**config.mk**
```make
export PLATFORM = sky130hd
export DESIGN_NAME = iq_par_port
export DESIGN_NICKNAME = d
export VERILOG_FILES = /design/src/rtl/iq_port_pkg.sv /design/src/rtl/iq_src_select.sv /design/src/rtl/iq_order_fifo.sv /design/src/rtl/iq_word_fmt.sv /design/src/rtl/iq_par_port.sv
export SDC_FILE = /design/constraint.sdc
export NUM_CORES = 1
export LEC_CHECK = 0
export BUFFER_PORTS_ARGS = -buffer_cell sky130_fd_sc_hd__buf_2
export CAP_MARGIN = 5
export CORE_ASPECT_RATIO = 1.4
export CORE_MARGIN = 1
export CORE_UTILIZATION = 53
export CTS_CLUSTER_SIZE = 28
export DETAILED_ROUTE_END_ITERATION = 12
export GPL_TIMING_DRIVEN = 1
export PLACE_DENSITY = 0.85
export SLEW_MARGIN = 0
export SYNTH_ARGS = -nofsm -noshare
export SYNTH_HDL_FRONTEND = slang
export SYNTH_SLANG_ARGS = --single-unit
```
**constraint.sdc**
```tcl
create_clock -name clk -period 4.7 [get_ports clk]
set_input_delay 0.235 -clock clk [delete_from_list [all_inputs] [get_ports clk]]
set_output_delay 0.235 -clock clk [all_outputs]
set_load 0.02 [all_outputs]
```
**src/rtl/iq_port_pkg.sv**
```systemverilog
package iq_port_pkg;

  typedef enum logic {
    SET_CHANNEL = 1'b0,
    SET_GAIN    = 1'b1
  } src_set_e;

  // Upper half of a sample, used to build one packed I/Q word.
  function automatic logic [7:0] upper_byte(input logic [15:0] s);
    return s[15:8];
  endfunction

endpackage

```
**src/rtl/iq_src_select.sv**
```systemverilog
module iq_src_select #(
  parameter int N_CH = 4,
  parameter int N_GC = 2,
  parameter int SW   = 16
) (
  input  logic               clk,
  input  logic               rst_n,
  input  logic               cfg_src_gain,
  input  logic [N_CH-1:0]    cfg_en,
  input  logic [N_CH-1:0]    ch_stb,
  input  logic [N_CH*SW-1:0] ch_i,
  input  logic [N_CH*SW-1:0] ch_q,
  input  logic [N_GC-1:0]    gc_stb,
  input  logic [N_GC*SW-1:0] gc_i,
  input  logic [N_GC*SW-1:0] gc_q,
  output logic [N_CH-1:0]    req,
  output logic [N_CH*SW-1:0] hold_i,
  output logic [N_CH*SW-1:0] hold_q
);
  import iq_port_pkg::*;

  logic use_gain;
  assign use_gain = (src_set_e'(cfg_src_gain) == SET_GAIN);

  for (genvar k = 0; k < N_CH; k++) begin : g_src
    logic          stb_k;
    logic [SW-1:0] i_k, q_k;
    if (k < N_GC) begin : g_shared
      assign stb_k = use_gain ? gc_stb[k]         : ch_stb[k];
      assign i_k   = use_gain ? gc_i[k*SW +: SW] : ch_i[k*SW +: SW];
      assign q_k   = use_gain ? gc_q[k*SW +: SW] : ch_q[k*SW +: SW];
    end else begin : g_chan_only
      assign stb_k = use_gain ? 1'b0 : ch_stb[k];
      assign i_k   = ch_i[k*SW +: SW];
      assign q_k   = ch_q[k*SW +: SW];
    end

    assign req[k] = stb_k & cfg_en[k];

    always_ff @(posedge clk) begin
      if (!rst_n) begin
        hold_i[k*SW +: SW] <= '0;
        hold_q[k*SW +: SW] <= '0;
      end else if (req[k]) begin
        hold_i[k*SW +: SW] <= i_k;
        hold_q[k*SW +: SW] <= q_k;
      end
    end
  end

endmodule

```
**src/rtl/iq_order_fifo.sv**
```systemverilog
module iq_order_fifo #(
  parameter int N     = 4,
  parameter int DEPTH = 4
) (
  input  logic                 clk,
  input  logic                 rst_n,
  input  logic [N-1:0]         req,
  input  logic                 pop,
  output logic                 empty,
  output logic [$clog2(N)-1:0] head
);
  localparam int IW = $clog2(N);
  localparam int AW = $clog2(DEPTH);
  localparam int CW = $clog2(DEPTH + 1);

  logic [IW-1:0] q   [DEPTH];
  logic [IW-1:0] q_n [DEPTH];
  logic [N-1:0]  pend, pend_n;
  logic [CW-1:0] cnt, cnt_n;

  always_comb begin
    q_n    = q;
    pend_n = pend;
    cnt_n  = cnt;
    if (pop) begin
      pend_n[q[0]] = 1'b0;
      for (int d = 0; d < DEPTH - 1; d++) q_n[d] = q[d+1];
      q_n[DEPTH-1] = '0;
      cnt_n = cnt - 1'b1;
    end
    // Lower indices are appended first when strobes coincide.
    for (int k = 0; k < N; k++) begin
      if (req[k] && !pend_n[k] && (cnt_n < CW'(DEPTH))) begin
        q_n[cnt_n[AW-1:0]] = IW'(k);
        pend_n[k]          = 1'b1;
        cnt_n              = cnt_n + 1'b1;
      end
    end
  end

  always_ff @(posedge clk) begin
    if (!rst_n) begin
      pend <= '0;
      cnt  <= '0;
      for (int d = 0; d < DEPTH; d++) q[d] <= '0;
    end else begin
      pend <= pend_n;
      cnt  <= cnt_n;
      for (int d = 0; d < DEPTH; d++) q[d] <= q_n[d];
    end
  end

  assign empty = (cnt == '0);
  assign head  = q[0];

endmodule

```
**src/rtl/iq_word_fmt.sv**
```systemverilog
module iq_word_fmt #(
  parameter int SW = 16,
  parameter int IW = 2
) (
  input  logic          clk,
  input  logic          rst_n,
  input  logic          cfg_packed,
  input  logic          fifo_empty,
  input  logic [IW-1:0] head_idx,
  input  logic [SW-1:0] head_i,
  input  logic [SW-1:0] head_q,
  output logic          pop,
  input  logic          out_ready,
  output logic          out_valid,
  output logic [SW-1:0] out_data,
  output logic          out_iq,
  output logic [IW-1:0] out_src
);
  import iq_port_pkg::*;

  localparam int H = SW / 2;

  logic          last_w;
  logic [SW-1:0] q_save;
  logic          accept;

  assign accept = out_valid && out_ready;
  assign pop    = !fifo_empty && (!out_valid || (out_ready && last_w));

  always_ff @(posedge clk) begin
    if (!rst_n) begin
      out_valid <= 1'b0;
      out_data  <= '0;
      out_iq    <= 1'b0;
      out_src   <= '0;
      last_w    <= 1'b0;
      q_save    <= '0;
    end else if (pop) begin
      out_valid <= 1'b1;
      out_src   <= head_idx;
      out_iq    <= 1'b1;
      if (cfg_packed) begin
        out_data <= {head_i[SW-1 -: H], head_q[SW-1 -: H]};
        last_w   <= 1'b1;
      end else begin
        out_data <= head_i;
        q_save   <= head_q;
        last_w   <= 1'b0;
      end
    end else if (accept) begin
      if (!last_w) begin
        out_data <= q_save;
        out_iq   <= 1'b0;
        last_w   <= 1'b1;
      end else begin
        out_valid <= 1'b0;
      end
    end
  end

endmodule

```
**src/rtl/iq_par_port.sv**
```systemverilog
module iq_par_port #(
  parameter int N_CH  = 4,
  parameter int N_GC  = 2,
  parameter int SW    = 16,
  parameter int DEPTH = N_CH
) (
  input  logic                     clk,
  input  logic                     rst_n,
  input  logic                     cfg_src_gain,
  input  logic [N_CH-1:0]          cfg_en,
  input  logic                     cfg_packed,
  input  logic [N_CH-1:0]          ch_stb,
  input  logic [N_CH*SW-1:0]       ch_i,
  input  logic [N_CH*SW-1:0]       ch_q,
  input  logic [N_GC-1:0]          gc_stb,
  input  logic [N_GC*SW-1:0]       gc_i,
  input  logic [N_GC*SW-1:0]       gc_q,
  output logic                     out_valid,
  input  logic                     out_ready,
  output logic [SW-1:0]            out_data,
  output logic                     out_iq,
  output logic [$clog2(N_CH)-1:0]  out_src
);
  localparam int IW = $clog2(N_CH);

  logic [N_CH-1:0]    req;
  logic [N_CH*SW-1:0] hold_i, hold_q;
  logic               fifo_empty, pop;
  logic [IW-1:0]      head;
  logic [SW-1:0]      head_i, head_q;

  iq_src_select #(.N_CH(N_CH), .N_GC(N_GC), .SW(SW)) u_sel (
    .clk(clk), .rst_n(rst_n), .cfg_src_gain(cfg_src_gain), .cfg_en(cfg_en),
    .ch_stb(ch_stb), .ch_i(ch_i), .ch_q(ch_q),
    .gc_stb(gc_stb), .gc_i(gc_i), .gc_q(gc_q),
    .req(req), .hold_i(hold_i), .hold_q(hold_q)
  );

  iq_order_fifo #(.N(N_CH), .DEPTH(DEPTH)) u_fifo (
    .clk(clk), .rst_n(rst_n), .req(req), .pop(pop),
    .empty(fifo_empty), .head(head)
  );

  assign head_i = hold_i[head*SW +: SW];
  assign head_q = hold_q[head*SW +: SW];

  iq_word_fmt #(.SW(SW), .IW(IW)) u_fmt (
    .clk(clk), .rst_n(rst_n), .cfg_packed(cfg_packed),
    .fifo_empty(fifo_empty), .head_idx(head), .head_i(head_i), .head_q(head_q),
    .pop(pop), .out_ready(out_ready), .out_valid(out_valid),
    .out_data(out_data), .out_iq(out_iq), .out_src(out_src)
  );

endmodule

```
======== Yosys cells after proc, flatten, opt, wreduce, memory -nomap -nowiden ========
Index checks and enable logic that the tools add are counted.
storage, ports and cells
  register bits ........................... 180
  logic and storage cells ................. 137
cells by class
  $add $sub $neg .......................... 5
  $lt $le $gt $ge ......................... 14
  equal/unequal tests ..................... 1
  shift-type cells ........................ 2
  multiplexer cells ....................... 46
  bitwise operators ....................... 20
  reductions and logical operators ........ 29
operators with widths
  kind                                                       number
  indexed part select 64 x 7 -> 16 bit                       2
  two-way mux 16 bit                                         7
  two-way mux 8 bit                                          6
  two-way mux 1 bit                                          18
  demux 2 bit (select 2 bit)                                 4
  logical AND 1 bit                                          16
  two-way mux 3 bit                                          5
  adder 3 x 1 -> 3 bit (second input constant)               4
  bitwise AND 4 bit                                          3
  greater-or-equal comparator 3 bit (second input constant)  4
  < comparator 3 x 1 -> 1 bit (second input constant)        4
  < comparator 3 bit (second input constant)                 4
  inverter 2 -> 3 bit                                        4
  inverter 4 bit                                             3
  bitwise AND 8 bit                                          1
  two-way mux 2 bit                                          4
  inverter 8 bit                                             1
  OR 4 bit                                                   2
  OR 8 bit                                                   1
  zero test 1 bit                                            6
  AND reduction 2 bit                                        3
  bitwise AND 1 bit                                          4
  two-way mux 4 bit                                          1
  nonzero test 2 bit                                         2
  8 further kinds                                            8

======== Longest topological paths before layout ========
  word-level depth ........................ 24
  gate-level depth with buffers ........... 18
  depth with buffers taken out ............ 17

======== Cells and area by module ========
Synthesis repeated with hierarchy kept, for this count alone.
second synthesis, totals
  cell total of the unflattened synthesis .. 954
  area total of the unflattened synthesis .. 9278.9 um^2
by module, submodules not included
  module         instances  cells each  area each (um^2)  sequential area each (um^2)
  iq_src_select  1          575         5484.0            2562.5
  iq_word_fmt    1          191         1712.9            740.7
  iq_order_fifo  1          149         1267.5            300.3
  iq_par_port    1          39          814.5             0.0

======== Worst setup path before layout ========
OpenSTA, ideal clock, no wires.
  path type ............................... reg2reg
  from .................................... register u_fifo.cnt[0]
  to ...................................... register u_fifo.q (netlist bit u_fifo.head[1])
  arrival ................................. 3773 ps
  setup slack ............................. 851 ps
  cell stages (with the launch flop) ...... 19
  clock period less this slack ............ 3849 ps
  cells stage by stage .................... dfxtp_1 inv_1 ha_1 nor2b_1 buf_2 or3_4 o31ai_4 xnor2_2 inv_1 ha_1 a22oi_1 and2_1 ha_1 inv_1 o311ai_1 nor3_1 nand3_1 mux2_2 o22ai_1
on the way
  cells in the longest elaborated chain, start to end .. 21
  elaborated cells between the ends (all ways) .. 63
  classes of those cells .................. 4 x add/sub; 12 x order compare; 18 x mux; 10 x bitwise; 19 x reduce/logical
RTL lines
  item                                                                                RTL line             text
  start, declared                                                                     iq_order_fifo.sv:19  logic [CW-1:0] cnt, cnt_n;
  start signal, assigned                                                              iq_order_fifo.sv:48  cnt <= cnt_n;
  parallel branches: the longest is 20 deep, another holds subtractor 3 x 1 -> 3 bit  n/a
  two-way mux 8 bit *                                                                 iq_order_fifo.sv:33  if (req[k] && !pend_n[k] && (cnt_n < CW'(DEPTH))) begin
  end, declared                                                                       iq_order_fifo.sv:16  logic [IW-1:0] q [DEPTH];
Mark *: on every way between the ends.
A chain may end at the register's enable or synchronous reset.

======== Final worst setup path ========
  from .................................... register u_fifo.cnt[0]
  to ...................................... register u_fifo.cnt[0]
on the way
  cells in the longest elaborated chain, start to end .. 17
  elaborated cells between the ends (all ways) .. 30
  classes of those cells .................. 5 x add/sub; 4 x order compare; 6 x mux; 15 x reduce/logical
RTL lines
  item                                                                                RTL line
  parallel branches: the longest is 16 deep, another holds subtractor 3 x 1 -> 3 bit  n/a
  two-way mux 3 bit *                                                                 iq_order_fifo.sv:33
Marked as above.

==> impl_metrics.env <==
export IMPL_worst_slew_margin_rel=0.1996
export IMPL_timing_hold_violations_final=0
export IMPL_number_of_antenna_violations_at_the_first_check_in_global_routing=1
export IMPL_grt_overflow_total=0
export IMPL_crit_path_max_fanout=10
export IMPL_critPathSlowestCell="sky130_fd_sc_hd__nor4_1"
export IMPL_clock_net_sink_count=180
export IMPL_cts_root_buffer_cell="sky130_fd_sc_hd__clkbuf_16"
export IMPL_floorplan_die_width_microns=109.8
export IMPL_critical_path_top_delay_family="simple AND/OR/NAND/NOR gates"
export IMPL_flip_flop_cell_with_the_highest_count_after_synthesis="sky130_fd_sc_hd__dfxtp_1"
export IMPL_drt_wl_cell_microns=18.08
export IMPL_synth_area_sq_mm=0.008626
export IMPL_row_count=54
export IMPL_final_setup_viol_count=0
export IMPL_number_of_iterations_in_the_first_detailed_routing_pass=6
export IMPL_fmax_mhz=235.5
export IMPL_maxCapViolations=0
export IMPL_synth_warning_count=0
export IMPL_clk_insertion_delay_late_ns=0.42
export IMPL_min_to="u_sel.hold_q[44]"
export IMPL_holdPathStages=3
export IMPL_initial_detailed_routing_violation_count=485
export IMPL_clk_pin_slew_ns=0.07
export IMPL_detail_route_drc_violations=0
export IMPL_cts_hold_buf=0
export IMPL_grtUsageTotal=0.2952
export IMPL_die_area_sq_mm=0.01680
export IMPL_syn_num_nets=1170
export IMPL_global_route_usage_met1=0.3463
export IMPL_path_buf_inv=3
export IMPL_ys_ff_latch=180
export IMPL_cts_htree_levels=4
export IMPL_timing_critical_path_required_ns=5.03
export IMPL_grt_setup_unrepaired="no"
export IMPL_capturing_element_type_of_the_critical_path="register"
export IMPL_worst_pin_slew_ns=1.196
export IMPL_synth_seq_area_share=0.4178
export IMPL_hp_class="input port to register"
export IMPL_area_of_the_multi_input_gates_sq_mm=0.004673
export IMPL_cts_resized_gates=0
export IMPL_syn_avg_cell_area_sq_um=9.042
export IMPL_dp_cells=1309
export IMPL_grt_max_degree=69
export IMPL_p_leak_nw=4.262
export IMPL_numCtsBuffers=17
export IMPL_reg2reg_from="u_fifo.cnt[0]"
export IMPL_cp_cell_sequence="inv_1 -> ha_1 -> nor2b_2 -> nor4_1 -> o2111a_1 -> xnor2_1 -> ha_1 -> a22oi_1 -> and2_1 -> ha_1 -> inv_1 -> o311ai_1 -> nor3_1 -> buf_4 -> nor2_1 -> mux2i_1 -> a31oi_1"
export IMPL_postPlaceCellArea_sq_mm=0.009796
export IMPL_finalCriticalPeriod_ns=4.246
export IMPL_met3_global_route_usage=0.04094
export IMPL_finalWirelength_microns=24260
export IMPL_mostFrequentLayoutCells="225 x sky130_fd_sc_hd__buf_2, 184 x sky130_fd_sc_hd__nand2_1, 178 x sky130_fd_sc_hd__dfxtp_1"
export IMPL_areaGrowthSynthToFinish_pct=20.37
export IMPL_core_area_sq_mm=0.01574
export IMPL_ff2ff_setup_slack_ns=0.45
export IMPL_crit_arrival_ns=4.58
export IMPL_tns_ns=0
export IMPL_drt_antenna_violating_nets=0
export IMPL_cts_tree="done"
export IMPL_filler_cell_count=1299
export IMPL_r2r_cells=17
export IMPL_synthCells=954
export IMPL_drv_slew=0
export IMPL_gr_max_usage_layer="met2"
export IMPL_regToRegEndpoint="u_fifo.cnt[0]"
export IMPL_fraction_of_final_layout_cells_with_drive_strength_greater_than_1=0.2873
export IMPL_vias_in_the_first_global_route=7568
export IMPL_post_drt_via_cell_ratio=5.837
export IMPL_gp_congestion=0.8767
export IMPL_die_h_microns=152.9
export IMPL_number_of_enable_flip_flop_cells_after_synthesis=0
export IMPL_post_cts_buffers=0
export IMPL_timing_critical_path_slowest_cell_delay_ns=0.44
export IMPL_worst_setup_path_type="register to register"
export IMPL_floorplan_io_pins=227
export IMPL_post_route_period_util=0.9033
export IMPL_initial_core_util=0.5479
export IMPL_grt_first_pass_wirelength_microns=37710
export IMPL_fin_worst_skew_ns=0.01412
export IMPL_utilization=0.6595
export IMPL_p_per_area_mw_per_mm2=507.4
export IMPL_final_stage_net_count=1348
export IMPL_synthDistinctLibCells=67
export IMPL_crit_path_start_kind="register"
export IMPL_cell_repeated_most_along_the_worst_path="sky130_fd_sc_hd__ha_1"
export IMPL_layout_area_seq_sq_mm=0.003606
export IMPL_layoutNonFillerInstCount=1342
export IMPL_fin_area_sq_mm=0.01038
export IMPL_buffer_ports_inserted=226
export IMPL_most_frequent_standard_cell_in_the_layout_excluding_fill_and_tap_cells="sky130_fd_sc_hd__buf_2"
export IMPL_vdd_ir_drop_worst_mv=0.3932
export IMPL_grt_use_met2=0.5057
export IMPL_clock_path_buffers=2
export IMPL_routed_via_count=7833
export IMPL_post_dp_hpwl_microns=17200
export IMPL_min_from="ch_q[44]"
export IMPL_asyncSetResetFlopFracSynth=0
export IMPL_outcome="finished, final reports clean"
final cells by class:
type,instances,area share
Inverter,12,0.004820
Sequential cell,180,0.3473
Timing Repair Buffer,238,0.1179
Antenna cell,1,0.0002410
Multi-Input combinational cell,683,0.4501
Tap cell,196,0.02362
Clock inverter,13,0.01434
Clock buffer,19,0.04170
through the flow:
step                setup WS, ns  hold WS, ns  power, mW
finish                    0.4543      0.04615      5.269
global route              0.1096      0.04411      5.535
CTS                       0.2899      0.04081      5.274
detailed placement        0.3216       0.4435      3.873
global placement          0.3877       0.4390      3.855
floorplan                 0.8512       0.3710      3.306
kinds of logic (layout without fill, tap and decap cells):
| family | Yosys count | count (layout) | share of synthesized area |
|---|---|---|---|
| multiplexers | 119 | 119 | 0.1864 |
| buffers and inverters | 91 | 282 | 0.04236 |
| XOR/XNOR | 3 | 3 | 0.006093 |
| flip-flops | 180 | 180 | 0.4178 |
| AND/OR/NAND/NOR | 317 | 317 | 0.1500 |
| AO/OA/AOI/OAI | 235 | 235 | 0.1844 |
| other | 0 | 1 | 0 |
| adder cells (fa/ha/maj) | 9 | 9 | 0.01306 |
tightest hold or removal path, stage by stage:
cell and delay (ns):
sky130_fd_sc_hd__buf_2 0.09, sky130_fd_sc_hd__nand2_1 0.04, sky130_fd_sc_hd__a21oi_1 0.05
state kept, by name (all words and copies together) (netlist names):
| name | cells |
|---|---|
| u_fmt.last_w | 1 |
| u_fmt.out_data | 16 |
| u_sel.hold_i | 64 |
| u_fmt.q_save | 16 |
| u_fmt.out_iq | 1 |
| u_fmt.out_src | 2 |
| u_fifo.cnt | 3 |
| u_sel.hold_q | 64 |
| u_fifo.head | 2 |
| u_fifo.pend | 4 |
| u_fifo.q | 6 |
| u_fmt.out_valid | 1 |
worst max path at each step:
stage                             start             end  slack (ns)  cells past startpoint
after CTS                 u_fifo.cnt[0]   u_fifo.cnt[0]        0.29                     17
after detailed placement  u_fifo.cnt[0]   u_fifo.cnt[0]        0.32                     17
final                     u_fifo.cnt[0]   u_fifo.cnt[0]        0.45                     17
after global placement    u_fifo.cnt[0]   u_fifo.cnt[0]        0.39                     17
after floorplan           u_fifo.cnt[0]  u_fifo.head[1]        0.85                     18
after global routing      u_fifo.cnt[0]  u_fifo.head[1]        0.11                     16
metal layers:
layer | vias to the layer above | routed length [microns] | part of all wire
met5 | - | 0 | 0
met4 | 0 | 1264 | 0.052
met3 | 70 | 1265 | 0.052
met2 | 279 | 12530 | 0.52
met1 | 3723 | 9201 | 0.38
li1 | 3761 | - | -
report_power, final:
group | leakage, nW | internal [mW] | switching (mW)
Clock | 0.275 | 0.792 | 0.613
Sequential | 1.47 | 1.72 | 0.128
Combinational | 2.51 | 0.791 | 1.23
Yosys cell counts (5+ instances only):
cell | instances | area share
sky130_fd_sc_hd__a211oi_1 | 87 | 0.076
sky130_fd_sc_hd__a21oi_1 | 97 | 0.056
sky130_fd_sc_hd__buf_1 | 15 | 0.0065
sky130_fd_sc_hd__buf_2 | 5 | 0.0029
sky130_fd_sc_hd__clkbuf_1 | 57 | 0.025
sky130_fd_sc_hd__dfxtp_1 | 180 | 0.42
sky130_fd_sc_hd__ha_1 | 9 | 0.013
sky130_fd_sc_hd__inv_1 | 10 | 0.0044
sky130_fd_sc_hd__mux2i_1 | 82 | 0.095
sky130_fd_sc_hd__mux4_2 | 32 | 0.084
sky130_fd_sc_hd__nand2_1 | 184 | 0.080
sky130_fd_sc_hd__nand3_1 | 8 | 0.0046
sky130_fd_sc_hd__nor2_1 | 90 | 0.039
sky130_fd_sc_hd__nor2b_1 | 10 | 0.0073
sky130_fd_sc_hd__o21ai_0 | 7 | 0.0041
sky130_fd_sc_hd__o22ai_1 | 7 | 0.0051
Power figures use the tool's default switching activity.
